--- src/rtl/gfnb_pkg.sv ---
package gfnb_pkg;

  localparam int MAXK = 6;
  localparam int MAXN = 1 << MAXK;

  typedef logic [MAXN-1:0][MAXK-1:0] gf_tbl_t;
  typedef logic [MAXK:0] gf_poly_t;

  // Low-order coefficients of the field polynomial (the x^k term is implied).
  function automatic int field_poly(int k);
    case (k)
      3:       return 5;   // x^3 + x^2 + 1
      6:       return 33;  // x^6 + x^5 + 1
      default: return 0;
    endcase
  endfunction

  // Multiply a polynomial-basis value by x, reducing modulo the field polynomial.
  function automatic gf_poly_t poly_mulx(gf_poly_t p, int k, int f);
    gf_poly_t r;
    r = p << 1;
    if (r[k]) begin
      r[k] = 1'b0;
      r = r ^ gf_poly_t'(f);
    end
    return r;
  endfunction

  function automatic gf_poly_t poly_mul(gf_poly_t a, gf_poly_t b, int k, int f);
    gf_poly_t r;
    gf_poly_t x;
    r = '0;
    x = a;
    for (int i = 0; i < MAXK; i++) begin
      if (i < k && b[i]) r = r ^ x;
      x = poly_mulx(x, k, f);
    end
    return r;
  endfunction

  // Entry n is root^n in normal-basis coordinates, for n in 0 .. 2^k-2.
  function automatic gf_tbl_t build_antilog(int k, int f);
    gf_tbl_t tbl;
    gf_tbl_t poly_to_norm;
    logic [MAXK-1:0][MAXK:0] conj;
    gf_poly_t acc;
    gf_poly_t p;
    tbl = '0;
    poly_to_norm = '0;
    conj = '0;
    conj[0] = gf_poly_t'(2);
    for (int i = 1; i < k; i++) conj[i] = poly_mul(conj[i-1], conj[i-1], k, f);
    for (int v = 0; v < (1 << k); v++) begin
      acc = '0;
      for (int i = 0; i < k; i++) if (((v >> i) & 1) != 0) acc = acc ^ conj[i];
      poly_to_norm[acc[MAXK-1:0]] = MAXK'(v);
    end
    p = gf_poly_t'(1);
    for (int n = 0; n < (1 << k) - 1; n++) begin
      tbl[n] = poly_to_norm[p[MAXK-1:0]];
      p = poly_mulx(p, k, f);
    end
    return tbl;
  endfunction

  // Entry v is the discrete log of nonzero element v; entry 0 is unused.
  function automatic gf_tbl_t build_log(int k, int f);
    gf_tbl_t al;
    gf_tbl_t lg;
    al = build_antilog(k, f);
    lg = '0;
    for (int n = 0; n < (1 << k) - 1; n++) lg[al[n]] = MAXK'(n);
    return lg;
  endfunction

endpackage

--- src/rtl/gfnb_coder.sv ---
module gfnb_coder #(
  parameter int K = 6
) (
  input  logic [K-1:0] elem,
  output logic         is_zero,
  output logic [K-1:0] expo
);
  import gfnb_pkg::*;

  localparam gf_tbl_t LOG_TBL = build_log(K, field_poly(K));

  logic [MAXK-1:0] idx;

  assign idx     = MAXK'(elem);
  assign is_zero = (elem == '0);
  assign expo    = LOG_TBL[idx][K-1:0];
endmodule

--- src/rtl/gfnb_expadd.sv ---
module gfnb_expadd #(
  parameter int K = 6
) (
  input  logic [K-1:0] ea,
  input  logic [K-1:0] eb,
  output logic [K-1:0] sum
);
  localparam int ORDER = (1 << K) - 1;

  logic [K:0] raw;
  logic [K:0] reduced;

  assign raw     = {1'b0, ea} + {1'b0, eb};
  assign reduced = (raw >= (K+1)'(ORDER)) ? raw - (K+1)'(ORDER) : raw;
  assign sum     = reduced[K-1:0];
endmodule

--- src/rtl/gfnb_decoder.sv ---
module gfnb_decoder #(
  parameter int K = 6
) (
  input  logic [K-1:0] expo,
  output logic [K-1:0] elem
);
  import gfnb_pkg::*;

  localparam gf_tbl_t ALOG_TBL = build_antilog(K, field_poly(K));

  logic [MAXK-1:0] idx;

  assign idx  = MAXK'(expo);
  assign elem = ALOG_TBL[idx][K-1:0];
endmodule

--- src/rtl/gfnb_mul.sv ---
module gfnb_mul #(
  parameter int K = 6
) (
  input  logic         clk,
  input  logic         rst_n,
  input  logic         in_valid,
  input  logic [K-1:0] in_a,
  input  logic [K-1:0] in_b,
  output logic         out_valid,
  output logic [K-1:0] out_prod
);
  localparam int NOPS = 2;

  logic [NOPS-1:0][K-1:0] operand;
  logic [NOPS-1:0][K-1:0] opexp;
  logic [NOPS-1:0]        opzero;

  // Internal events brought out by name for the checker.
  logic         a_zero;
  logic         b_zero;
  logic [K-1:0] exp_sum;
  logic [K-1:0] dec_elem;
  logic [K-1:0] prod_next;

  assign operand[0] = in_a;
  assign operand[1] = in_b;

  for (genvar g = 0; g < NOPS; g++) begin : g_coder
    gfnb_coder #(.K(K)) u_coder (
      .elem    (operand[g]),
      .is_zero (opzero[g]),
      .expo    (opexp[g])
    );
  end

  assign a_zero = opzero[0];
  assign b_zero = opzero[1];

  gfnb_expadd #(.K(K)) u_add (
    .ea  (opexp[0]),
    .eb  (opexp[1]),
    .sum (exp_sum)
  );

  gfnb_decoder #(.K(K)) u_dec (
    .expo (exp_sum),
    .elem (dec_elem)
  );

  assign prod_next = (a_zero || b_zero) ? '0 : dec_elem;

  always_ff @(posedge clk) begin
    if (!rst_n) begin
      out_valid <= 1'b0;
      out_prod  <= '0;
    end else begin
      out_valid <= in_valid;
      if (in_valid) out_prod <= prod_next;
    end
  end
endmodule

--- config.mk ---
export PLATFORM = sky130hd
export DESIGN_NAME = gfnb_mul
export DESIGN_NICKNAME = d
export VERILOG_FILES = /design/src/rtl/gfnb_pkg.sv /design/src/rtl/gfnb_coder.sv /design/src/rtl/gfnb_expadd.sv /design/src/rtl/gfnb_decoder.sv /design/src/rtl/gfnb_mul.sv
export SDC_FILE = /design/constraint.sdc
export NUM_CORES = 1
export LEC_CHECK = 0
export BUFFER_PORTS_ARGS = -buffer_cell sky130_fd_sc_hd__buf_4
export CORE_MARGIN = 2
export CORE_UTILIZATION = 65
export CTS_BUF_LIST = sky130_fd_sc_hd__clkbuf_8
export DETAILED_ROUTE_END_ITERATION = 10
export GPL_TIMING_DRIVEN = 0
export PLACE_DENSITY = 0.85
export SLEW_MARGIN = 40
export SYNTH_ARGS = -nofsm -noshare
export SYNTH_HDL_FRONTEND = slang
export SYNTH_SLANG_ARGS = --single-unit
--- constraint.sdc ---
create_clock -name clk -period 15.94 [get_ports clk]
set_input_delay 0.797 -clock clk [delete_from_list [all_inputs] [get_ports clk]]
set_output_delay 0.797 -clock clk [all_outputs]
set_load 0.02 [all_outputs]
Word level (Yosys, flattened, before mapping). Memories as Yosys holds them, arrays and structs flattened. Index checks and enable logic that the tools add are counted.

$add $sub $neg: 2. Multiply operators: 0. Divide/modulo/power cells: 0. Order comparisons: 4. Eq/ne operators: 0. Shift operators: 0. Mux-type cells: 5. Bitwise logic cells: 0. Reductions and logical operators: 3.

Operator list (count): two-way mux 6 bit (5); < comparator 6 x 7 -> 1 bit, second input constant (3); zero test 6 bit (2); adder 6 x 6 -> 7 bit (1); >= comparator 7 x 6 -> 1 bit, second input constant (1); subtractor 6 bit, second input constant (1); logical OR 1 bit (1).

Bits in registers: 7. Latch bits: 0. Memory bits (writable): 0. Bits in read-only memories: 1152. Output and inout bits: 7. Logic and storage cells: 19. Memories: 3.

Memory list: (no name shown) (words 64, width 6, read ports 1, clocked after Yosys merged registers in 0, wr ports 0, line gfnb_coder.sv:16) `assign expo = LOG_TBL[idx][K-1:0];`; (no name shown) (words 64, width 6, read ports 1, clocked after Yosys merged registers in 0, wr ports 0, line gfnb_coder.sv:16); (no name shown) (words 64, width 6, read ports 1, clocked after Yosys merged registers in 0, wr ports 0, line gfnb_decoder.sv:14) `assign elem = ALOG_TBL[idx][K-1:0];`.

Logic depth before layout (Yosys ltp). Gate-level depths: netlist of run 1.

Depth in word-level cells: 8. Depth in mapped cells: 27. Gate-level depth less buffers: 26.

Modules after synthesis. Synthesis of run 1 repeated with hierarchy kept, for this count alone.

Cells, all modules: 421. Area total of the unflattened synthesis: 3198.1 µm².

Modules (own cells, without submodules): gfnb_coder (instances 2, cells each 113, area an instance 782.0 µm²); gfnb_decoder (instances 1, cells each 113, area an instance 867.1 µm²); gfnb_expadd (instances 1, cells each 55, area an instance 457.9 µm²); gfnb_mul (instances 1, cells each 27, area an instance 309.0 µm²).

Least setup slack after synthesis of run 1. Ideal clock, no wire load.

Kind: in2reg. Start: in in_b[1]. End: reg out_prod[1]. Data arrival time: 5983 ps. Path slack: 9861 ps. Cell stages on the path: 26. Cell sequence: clkbuf_1 inv_1 ha_1 clkbuf_1 nand2_1 o211ai_1 o31ai_1 a21oi_1 a221oi_1 ha_1 inv_1 fa_1 inv_1 ha_1 o221ai_1 nor2_1 a31oi_4 a2bb2oi_2 inv_2 ha_1 o2111ai_1 o21ai_0 a221oi_1 mux2_1 mux2i_1 o311ai_1.

Longest elaborated chain between the ends: 8. Elaborated cells between the ends (all ways): 11. Those cells by class: 2 x add/sub; 1 x order compare; 4 x mux; 2 x reduce/logical; 2 x memory.

Ends and longest elaborated chain: from (decl) (line gfnb_mul.sv:8) `input logic [K-1:0] in_b,`; memory (64 x 6 bit); two-way mux 6 bit (not written as such) (line gfnb_coder.sv:16); adder 6 x 6 -> 7 bit (line gfnb_expadd.sv:13) `assign raw = {1'b0, ea} + {1'b0, eb};`; subtractor 6 bit or >= comparator 7 x 6 -> 1 bit (tied branches) (line gfnb_expadd.sv:14) `assign reduced = (raw >= (K+1)'(ORDER)) ? raw - (K+1)'(ORDER) : raw;`; two-way mux 6 bit (line gfnb_expadd.sv:14); memory (64 x 6 bit); two-way mux 6 bit (not written as such) (line gfnb_decoder.sv:14); two-way mux 6 bit * (line gfnb_mul.sv:50) `assign prod_next = (a_zero || b_zero) ? '0 : dec_elem;`; to (signal assigned) (line gfnb_mul.sv:58) `if (in_valid) out_prod <= prod_next;`; to (decl) (line gfnb_mul.sv:10) `output logic [K-1:0] out_prod`.

Every way passes the cells marked *; elsewhere a longest branch is shown, timed or not. The select of a mux whose other input is x is not followed. A chain may end at the register's enable or synchronous reset.

Final worst setup path of run 1. Ends and elaborated chain as after synthesis.

==> qor.yml, run 1 <==
status: "completed"
stdcell_area_sq_um: 3600
slowest_delay_ns: 0.53
ys_ff_latch: 7
initialDrtViolationCount: 685
setup_viol: 0
worst_ep_arrival_time_ns: 7.62
grt_pass1_wl_microns: 16800
numCtsBuffers: 3
crit_type: "in2reg"
path_max_fanout: 11
fin_ws_ns: 8.42
rsz0062_at_grt: "false"
yosys_warnings: 0
clockBufferDepth: 2
total_power_uw: 541
r2r_cells: 5
insertion_delay_ns: 0.22
syn_nets: 551
dr_total_vias: 4238
route.met2.wl_microns: 5050
period_share: 0.471
syn_area_per_cell_sq_um: 6.64
cts_resized: 0
viasPerCell: 7.13
dpl.hpwl_microns: 7990
dieArea_sq_um: 5740
synthTopCellsByArea: "ha_1 (12%), o21ai_0 (7.6%), nand2_1 (7.3%)"
fmax_ghz: 0.133
initial_utilization: 0.663
cts_hold_buf: 0
finalWeightedCongestion: 1.02
cts_setup_buffers: 0
dieWidth_microns: 75.7
first_global_vias: 3538
grt.overflow.total: 0
routed_wl_microns: 10700
place_ws_ns: 8.39
worst-path-stages: 26
drv_slew: 0
synth_top_area_share: 0.116
finalSetupTns_ns: 0
path_buf_inv: 6
core.rowCount: 26
synth_area_leader_cell: "ha_1"
cpMaxStageDelayCell: "xnor2_2"
drtPass1Iterations: 8
ioPinCount: 22
slew_headroom: 0.620
synthCells: 504
cp-end-kind: "flip-flop"
path_clk_slew_ns: 0.04
ir_drop_v: 0.000114
grt_max_degree: 12
antenna_found_initial: 0
ff2ff_setup_slack_ns: 14.51
dr_wl_met3_microns: 1190
htreeDepth: 1
area_delta_synth_final_pct: 7.56
io_buffers: 16
synth_flop_cell: "dfxtp_1"
critPathMostFrequentCell: "ha_1"
place_area_sq_um: 3550
drc: 0
cp-start-kind: "input port"
wire_per_inst_microns: 18.0
crit_required_ns: 16.05
syn_area_sq_um: 3340
nNetsFinal: 572
clock-sinks: 7
power.leakage_uw: 0.00142
holdPathStages: 2
ant_nets: 0
hold_viol: 0
die_y_microns: 75.7
worstMarginPinSlew_ns: 0.567
ctsRootBufferMaster: "clkbuf_8"
core-area_sq_um: 5040
ys_seq_area_frac: 0.0419
globalRouteTotalUtil: 0.367
layout-drive-gt1-share: 0.0954
cts_tree: "yes"
met1_length_microns: 4070
ys_types: 77
cap_viol_max_count: 0
power_density_nw_per_um2: 151
synth_edf_count: 0
min_period_ns: 7.52
async_flop_share: 0
hold_class: "reg2reg"
antennaDiodeCount: 0
highest_layer: "met4"
critPathTopFamily: "compound AO/OA/AOI/OAI gates"
fin_skew_ns: 0
flip-flops by register name (all words and copies together), names as in the netlist:
name       cells
out_valid      1
out_prod       6
area by class of cell:
cell class | instances | area [sq um]
plain buffers | 38 | 186
clock buffers | 3 | 41.3
fillers | 446 | 1450
clock inverters | 1 | 3.75
inverters | 24 | 90.1
multi-input cells | 435 | 2930
well taps | 70 | 87.6
repair buffers | 16 | 120
flip-flops and latches | 7 | 140
path summary, 6_finish.rpt:
| path | start | end |
|---|---|---|
| setup reg to reg | out_prod[1]$_SDFFE_PN0P_ | out_prod[1]$_SDFFE_PN0P_ |
| hold reg to reg | out_prod[3]$_SDFFE_PN0P_ | out_prod[3]$_SDFFE_PN0P_ |
| setup / recovery | in_b[1] | out_prod[1]$_SDFFE_PN0P_ |
| hold / removal | out_prod[3]$_SDFFE_PN0P_ | out_prod[3]$_SDFFE_PN0P_ |
through the flow:
step / instances / utilization / hold WS [ns]
after floorplan: 504 / - / 0.548
after detailed placement: 590 / 0.704 / 0.455
after CTS: 594 / 0.713 / 0.464
after global routing: 594 / 0.713 / 0.492
final: 594 / 0.713 / 0.471
after global placement: 590 / 0.704 / 0.454
routing by layer:
metal / GRT usage / vias to the layer above
met3: 0.0463 / 46
li1: - / 1939
met4: 0.0994 / 0
met2: 0.623 / 327
met1: 0.488 / 1926
met5: 0 / -
cell usage in the layout (no fill, tap or decap), types with 4 or more instances in the layout:
cell type / netlist / final
buf_6: 5 / 5
a311oi_1: 4 / 4
nor2b_1: 6 / 6
a21oi_1: 45 / 45
mux4_2: 4 / 4
nor2_1: 40 / 40
mux2i_1: 10 / 10
nand3_1: 25 / 25
o2111ai_1: 8 / 8
a211oi_1: 9 / 9
buf_1: 4 / 4
nor3_1: 12 / 12
nand2_1: 65 / 65
o211ai_1: 11 / 11
dfxtp_1: 7 / 7
clkbuf_1: 26 / 26
o21ai_0: 51 / 51
a31oi_1: 11 / 11
a221oi_1: 5 / 5
ha_1: 31 / 31
o22ai_1: 5 / 5
nand2b_1: 9 / 9
buf_4: 1 / 17
o31ai_1: 4 / 4
inv_1: 21 / 22
cells by family after synthesis:
kind of cell,Yosys count,synth area share
compound gates,199,0.412
simple gates,179,0.249
buf+inv,62,0.0827
fa+ha+maj,32,0.122
mux,20,0.0778
flops,7,0.0419
xor+xnor,5,0.0153
worst min-delay path: stages (launching register included):
cell and delay (ns):
dfxtp_1 0.32, nand2_1 0.05, nand3_1 0.07
cell usage after synthesis (9+ instances only):
master	n
clkbuf_1	26
nor3_1	12
nor2_1	40
mux2i_1	10
nand2_1	65
a31oi_1	11
o211ai_1	11
ha_1	31
inv_1	21
a21oi_1	45
a211oi_1	9
nand2b_1	9
o21ai_0	51
nand3_1	25
report_power, final:
| part | total (uW) | internal [uW] | leakage, uW | switching [uW] |
|---|---|---|---|---|
| Combinational | 491 | 181 | 0.00133 | 310 |
| Clock | 23.8 | 16.6 | 0.0000269 | 7.22 |
| Sequential | 26.2 | 23.2 | 0.0000578 | 3.01 |
(Power assumes the default switching activity.)
==> run 2: changes to the inputs <==
- ABC_AREA: default -> 1
- CORE_UTILIZATION: 65 -> 58
- PLACE_DENSITY: 0.85 -> 0.8
- clock period: 15.94 -> 6.2 ns (I/O delays scaled with it)
==> qor.yml, run 2 <==
path_clk_slew_ns: 0.04  # about the same
power.leakage_uw: 0.00163  # +15%
cts_resized: 0  # unchanged
cp-start-kind: "input port"
final_util: 0.647  # -0.0665
synth_commonest_cells: "nand2_1 (131), nand3_1 (97), inv_1 (60), o21ai_0 (35), nor2_1 (34)"
final_cell_mix: "nand2_1 (131), nand3_1 (97), inv_1 (61)"
critPathTopFamily: "adder cells"
antennaDiodeCount: 0  # unchanged
numCtsBuffers: 3  # unchanged
viasPerCell: 6.12  # -14%
ctsRootBufferMaster: "clkbuf_8"
period_share: 0.807
largest_register: "out_prod"
total_power_uw: 1240  # +130%
drtPass1Iterations: 5  # -3
crit_type: "in2reg"
final_common_cell: "nand2_1"
dr_total_vias: 3817  # -9.9%
dieArea_sq_um: 5730  # -0.12%
min_period_ns: 5.01
status: "completed"
synthCells: 531  # +5.4%
grt.overflow.total: 0  # unchanged
stdcell_area_sq_um: 3260  # -9.3%
yosys_warnings: 0  # unchanged
area_delta_synth_final_pct: 9.45
synth_fa_ha_area_frac: 0.137  # +0.0149
synth_top_area_share: 0.165  # +0.0490
cts_setup_buffers: 0  # unchanged
synth_top_family_by_area: "simple AND/OR/NAND/NOR gates"
clockBufferDepth: 2  # unchanged
initial_utilization: 0.591  # -0.0722
syn_area_per_cell_sq_um: 5.61  # -15%
insertion_delay_ns: 0.24  # +0.02 ns
core.rowCount: 26  # unchanged
synth-xor-area-share: 0.00882  # -0.00652
cts_hold_buf: 0  # unchanged
yosys.area_share.simple: 0.471  # +0.222
setup_viol: 0  # unchanged
grt_pass1_wl_microns: 14200  # -16%
core-area_sq_um: 5040  # unchanged
path_max_fanout: 10  # -1
syn_nets: 578  # +4.9%
dieWidth_microns: 75.7  # about the same
holdPathStages: 3  # +1
critPathMostFrequentCell: "inv_1"
io_buffers: 19  # +3
synth_area_leader_cell: "nand2_1"
clock-sinks: 7  # unchanged
fin_ws_ns: 1.19  # -7.23 ns
synth_flop_cell: "dfxtp_1"
synth-compound-area-share: 0.218  # -0.193
routed_wl_microns: 8980  # -16%
path_buf_inv: 8  # +2
fin_skew_ns: 0  # unchanged
first_global_vias: 3222  # -8.9%
nFillCells: 470  # +5.4%
largestRegisters: "out_prod x6, out_valid x1"
rsz0062_at_grt: "false"
drc: 0  # unchanged
ant_nets: 0  # unchanged
nNetsFinal: 602  # +5.2%
htreeDepth: 1  # unchanged
ff2ff_setup_slack_ns: 5.60  # -8.91 ns
r2r-start: "out_prod[0]$_SDFFE_PN0P_"
crit_required_ns: 6.37  # -9.68 ns
r2r-end: "out_prod[0]$_SDFFE_PN0P_"
layout-drive-gt1-share: 0.106  # +0.0111
cap_viol_max_count: 0  # unchanged
ys_seq_area_frac: 0.0470  # +0.00512
ys_types: 47  # -39%
worst_ep_arrival_time_ns: 5.17  # -2.45 ns
place_area_sq_um: 3210  # -9.6%
cts_tree: "yes"
cp-end-kind: "flip-flop"
ys_ff_latch: 7  # unchanged
hold_viol: 0  # unchanged
cpMaxStageDelayCell: "fa_1"
hold_end: "out_valid$_SDFF_PN0_"
fmax_ghz: 0.200
synth_mux_area_frac: 0  # -0.0778
r2r_cells: 2  # -3
async_flop_share: 0  # unchanged
yosysMostFrequentCell: "nand2_1"
place_ws_ns: 0.995  # -7.39 ns
drv_slew: 0  # unchanged
hold_class: "in2reg"
slowest_delay_ns: 0.52  # about the same
antenna_found_initial: 0  # unchanged
ioPinCount: 22  # unchanged
ir_drop_v: 0.000240  # +110%
syn_area_sq_um: 2980  # -11%
slew_headroom: 0.658  # +0.0381
worstMarginPinSlew_ns: 0.513  # -0.0544 ns
globalRouteTotalUtil: 0.309  # -0.0581
dpl.hpwl_microns: 6840  # -14%
hp-start: "in_valid"
finalWeightedCongestion: 0.996  # -2.4%
power_density_nw_per_um2: 380  # +150%
largest_reg_flops: 6  # unchanged
die_y_microns: 75.7  # about the same
wire_per_inst_microns: 14.4  # -20%
finalSetupTns_ns: 0  # unchanged
synthTopCellsByArea: "nand2_1 (16%), nand3_1 (16%), ha_1 (13%)"
grt_max_degree: 11  # -1
synth_edf_count: 0  # unchanged
initialDrtViolationCount: 504  # -26%
run 2: changes by cell type after synthesis, moves of 8 or more:
cell,before,now
a211oi_1,9,1
a21oi_1,45,30
clkbuf_1,26,13
inv_1,21,60
mux2i_1,10,0
nand2_1,65,131
nand2_2,0,11
nand2b_1,9,0
nand3_1,25,97
nor3_1,12,4
o2111ai_1,8,0
o21ai_0,51,35
run 2: per-layer routing:
| metal | vias up | routed length (microns) | global-route usage |
|---|---|---|---|
| li1 | 1845 | - | - |
| met3 | 37 | 967 | 0.0410 |
| met5 | - | 0 | 0 |
| met2 | 282 | 4100 | 0.509 |
| met4 | 0 | 232 | 0.0897 |
| met1 | 1653 | 3680 | 0.420 |
run 2: through the flow:
stage	std cells	hold slack, ns
floorplan	531	0.403
global placement	620	0.456
detailed placement	620	0.464
CTS	624	0.260
global route	624	0.279
finish	624	0.257
run 2: where the power goes:
| group | internal (uW) | switching (uW) |
|---|---|---|
| sequential | 63.1 | 9.57 |
| clock | 43.1 | 23.5 |
| combinational | 381 | 718 |
run 2: layout make-up:
cell class | count | area (sq um) | share of cell area
inverter | 67 | 251 | 0.0771
timing repair buffer | 19 | 143 | 0.0437
clock inverter | 1 | 3.75 | 0.00115
multi-input combinational | 438 | 2490 | 0.765
sequential | 7 | 140 | 0.0430
buffer | 19 | 100 | 0.0307
tap | 70 | 87.6 | 0.0269
clock buffer | 3 | 41.3 | 0.0127
run 2: worst max path at each step:
| stage | endpoint | cells past startpoint | slack, ns | from |
|---|---|---|---|---|
| final | out_prod[4]$_SDFFE_PN0P_ | 30 | 1.19 | in_b[0] |
| after global routing | out_prod[4]$_SDFFE_PN0P_ | 30 | 0.88 | in_b[0] |
| after detailed placement | out_prod[4]$_SDFFE_PN0P_ | 30 | 1.0 | in_b[0] |
| after global placement | out_prod[4]$_SDFFE_PN0P_ | 30 | 1.02 | in_b[0] |
| after floorplan | out_prod[3]$_SDFFE_PN0P_ | 26 | 1.94 | in_b[0] |
| after CTS | out_prod[4]$_SDFFE_PN0P_ | 30 | 1.23 | in_b[0] |
run 2: cell families (layout without fill, tap and decap cells):
| kind of cell | after synthesis | in the layout |
|---|---|---|
| adders and majority gates | 32 | 32 |
| DFF | 7 | 7 |
| and+or+nand+nor | 297 | 297 |
| AOI/OAI and AO/OA | 106 | 106 |
| buffers and inverters | 86 | 109 |
| xor gates and xnor gates | 3 | 3 |
run 2: worst register-to-register path, stage by stage, from the launching register on:
cell and delay (ns):
dfxtp_1 0.33, nand2_1 0.06, a21oi_1 0.14
==> run 3: changes to the inputs <==
- clock period: 6.2 -> 4.15 ns (I/O delays scaled with it)
==> qor.yml, run 3 (synthesis gave the netlist of run 2 again) <==
ioPinCount: 22  # unchanged
hold_class: "in2reg"
fin_ws_ns: 0.0793  # -1.12 ns
initial_utilization: 0.591  # unchanged
numCtsBuffers: 3  # unchanged
drtPass1Iterations: 9  # +4
layout-drive-gt1-share: 0.210  # +0.104
total_power_uw: 2040  # +64%
slew_headroom: 0.646  # -0.0118
r2r-start: "out_prod[2]$_SDFFE_PN0P_"
fin_skew_ns: 0  # unchanged
crit_required_ns: 4.31  # -2.06 ns
r2r_cells: 2  # unchanged
dr_total_vias: 4048  # +6.1%
final_cell_mix: "nand2_1 (125), nand3_1 (93), inv_1 (52)"
htreeDepth: 1  # unchanged
routed_wl_microns: 9800  # +9.1%
cpMaxStageDelayCell: "fa_2"
largest_reg_flops: 6  # unchanged
path_max_fanout: 7  # -3
antenna_found_initial: 0  # unchanged
ant_nets: 0  # unchanged
grt_max_degree: 11  # unchanged
ff2ff_setup_slack_ns: 3.55  # -2.05 ns
r2r-end: "out_prod[2]$_SDFFE_PN0P_"
globalRouteTotalUtil: 0.322  # +0.0130
wire_per_inst_microns: 15.4  # +7.1%
crit_type: "in2reg"
power.leakage_uw: 0.00171  # +5.3%
stdcell_area_sq_um: 3570  # +9.6%
worst_ep_arrival_time_ns: 4.23  # -0.94 ns
finalSetupTns_ns: 0  # unchanged
largestRegisters: "out_prod x6, out_valid x1"
largest_register: "out_prod"
critPathMostFrequentCell: "nand2_1"
place_area_sq_um: 3220  # +0.16%
fmax_ghz: 0.246
slowest_delay_ns: 0.60  # +0.08 ns
hp-start: "in_valid"
viasPerCell: 6.36  # +4.1%
hold_end: "out_valid$_SDFF_PN0_"
first_global_vias: 3374  # +4.7%
status: "completed"
worstMarginPinSlew_ns: 0.530  # +0.0177 ns
cts_hold_buf: 0  # unchanged
period_share: 0.981
insertion_delay_ns: 0.23  # about the same
final_common_cell: "nand2_1"
holdPathStages: 3  # unchanged
ctsRootBufferMaster: "clkbuf_8"
io_buffers: 19  # unchanged
cts_tree: "yes"
dieWidth_microns: 75.7  # unchanged
antennaDiodeCount: 0  # unchanged
area_delta_synth_final_pct: 19.9
cap_viol_max_count: 0  # unchanged
place_ws_ns: -0.875  # -1.87 ns
nNetsFinal: 614  # +2.0%
grt.overflow.total: 0  # unchanged
core-area_sq_um: 5040  # unchanged
clock-sinks: 7  # unchanged
nFillCells: 420  # -11%
grt_pass1_wl_microns: 14800  # +4.6%
clockBufferDepth: 2  # unchanged
ir_drop_v: 0.000465  # +93%
finalWeightedCongestion: 0.997  # about the same
cp-end-kind: "flip-flop"
cp-start-kind: "input port"
core.rowCount: 26  # unchanged
hold_viol: 0  # unchanged
dpl.hpwl_microns: 6870  # +0.43%
drv_slew: 0  # unchanged
path_clk_slew_ns: 0.04  # about the same
whs_ns: 0.168  # -0.0885 ns
die_y_microns: 75.7  # unchanged
initialDrtViolationCount: 626  # +24%
min_period_ns: 4.07
setup_viol: 0  # unchanged
power_density_nw_per_um2: 570  # +50%
dieArea_sq_um: 5730  # unchanged
drc: 0  # unchanged
## run 3: how the worst max path moves through the flow
stage,start,endpoint,cells past startpoint
floorplan,in_b[0],out_prod[3]$_SDFFE_PN0P_,26
global placement,in_b[0],out_prod[4]$_SDFFE_PN0P_,30
detailed placement,in_b[0],out_prod[5]$_SDFFE_PN0P_,29
CTS,in_a[0],out_prod[5]$_SDFFE_PN0P_,29
global route,in_a[0],out_prod[2]$_SDFFE_PN0P_,28
finish,in_a[0],out_prod[3]$_SDFFE_PN0P_,29
## run 3: area by class of cell
class	count	area [sq um]	share of cell area
buffer	19	105	0.0294
clock buffer	3	41.3	0.0116
clock inverter	1	3.75	0.00105
inverter	67	269	0.0753
multi-input combinational	438	2670	0.747
sequential	7	140	0.0392
tap	70	87.6	0.0245
timing repair buffer	31	256	0.0718
## run 3: stage by stage
| step | utilization | cells |
|---|---|---|
| final | 0.709 | 636 |
| after global routing | 0.709 | 636 |
| after global placement | 0.638 | 620 |
| after CTS | 0.673 | 632 |
| after floorplan | - | 531 |
| after detailed placement | 0.638 | 620 |
## run 3: where the power goes
group | switching (uW) | internal (uW) | total (uW) | leakage, uW
Combinational | 1180 | 660 | 1840 | 0.00163
Clock | 28.6 | 63.8 | 92.5 | 0.0000269
Sequential | 13.6 | 94.2 | 108 | 0.0000578
## run 3: timing repair
item | 4_1_cts | 5_1_grt
gates resized for setup | 18 | 47
cloned | 0 | 0
endpoints found under the setup margin | 6 | 6
pin swaps | 6 | 13
setup buffers | 8 | 4
## run 3: per-layer routing
layer,vias up,wire length [microns],track usage,share of wire
met5,-,0,0,0
li1,1869,-,-,-
met4,0,329,0.0975,0.034
met1,1777,3880,0.422,0.40
met3,56,1080,0.0397,0.11
met2,346,4510,0.551,0.46
## run 3: critical path, delay by kind of cell
kind	cells	cell delay, ns
fa+ha+maj	5	1.56
simple gates	12	1.09
compound gates	5	0.68
buf+inv	7	0.66
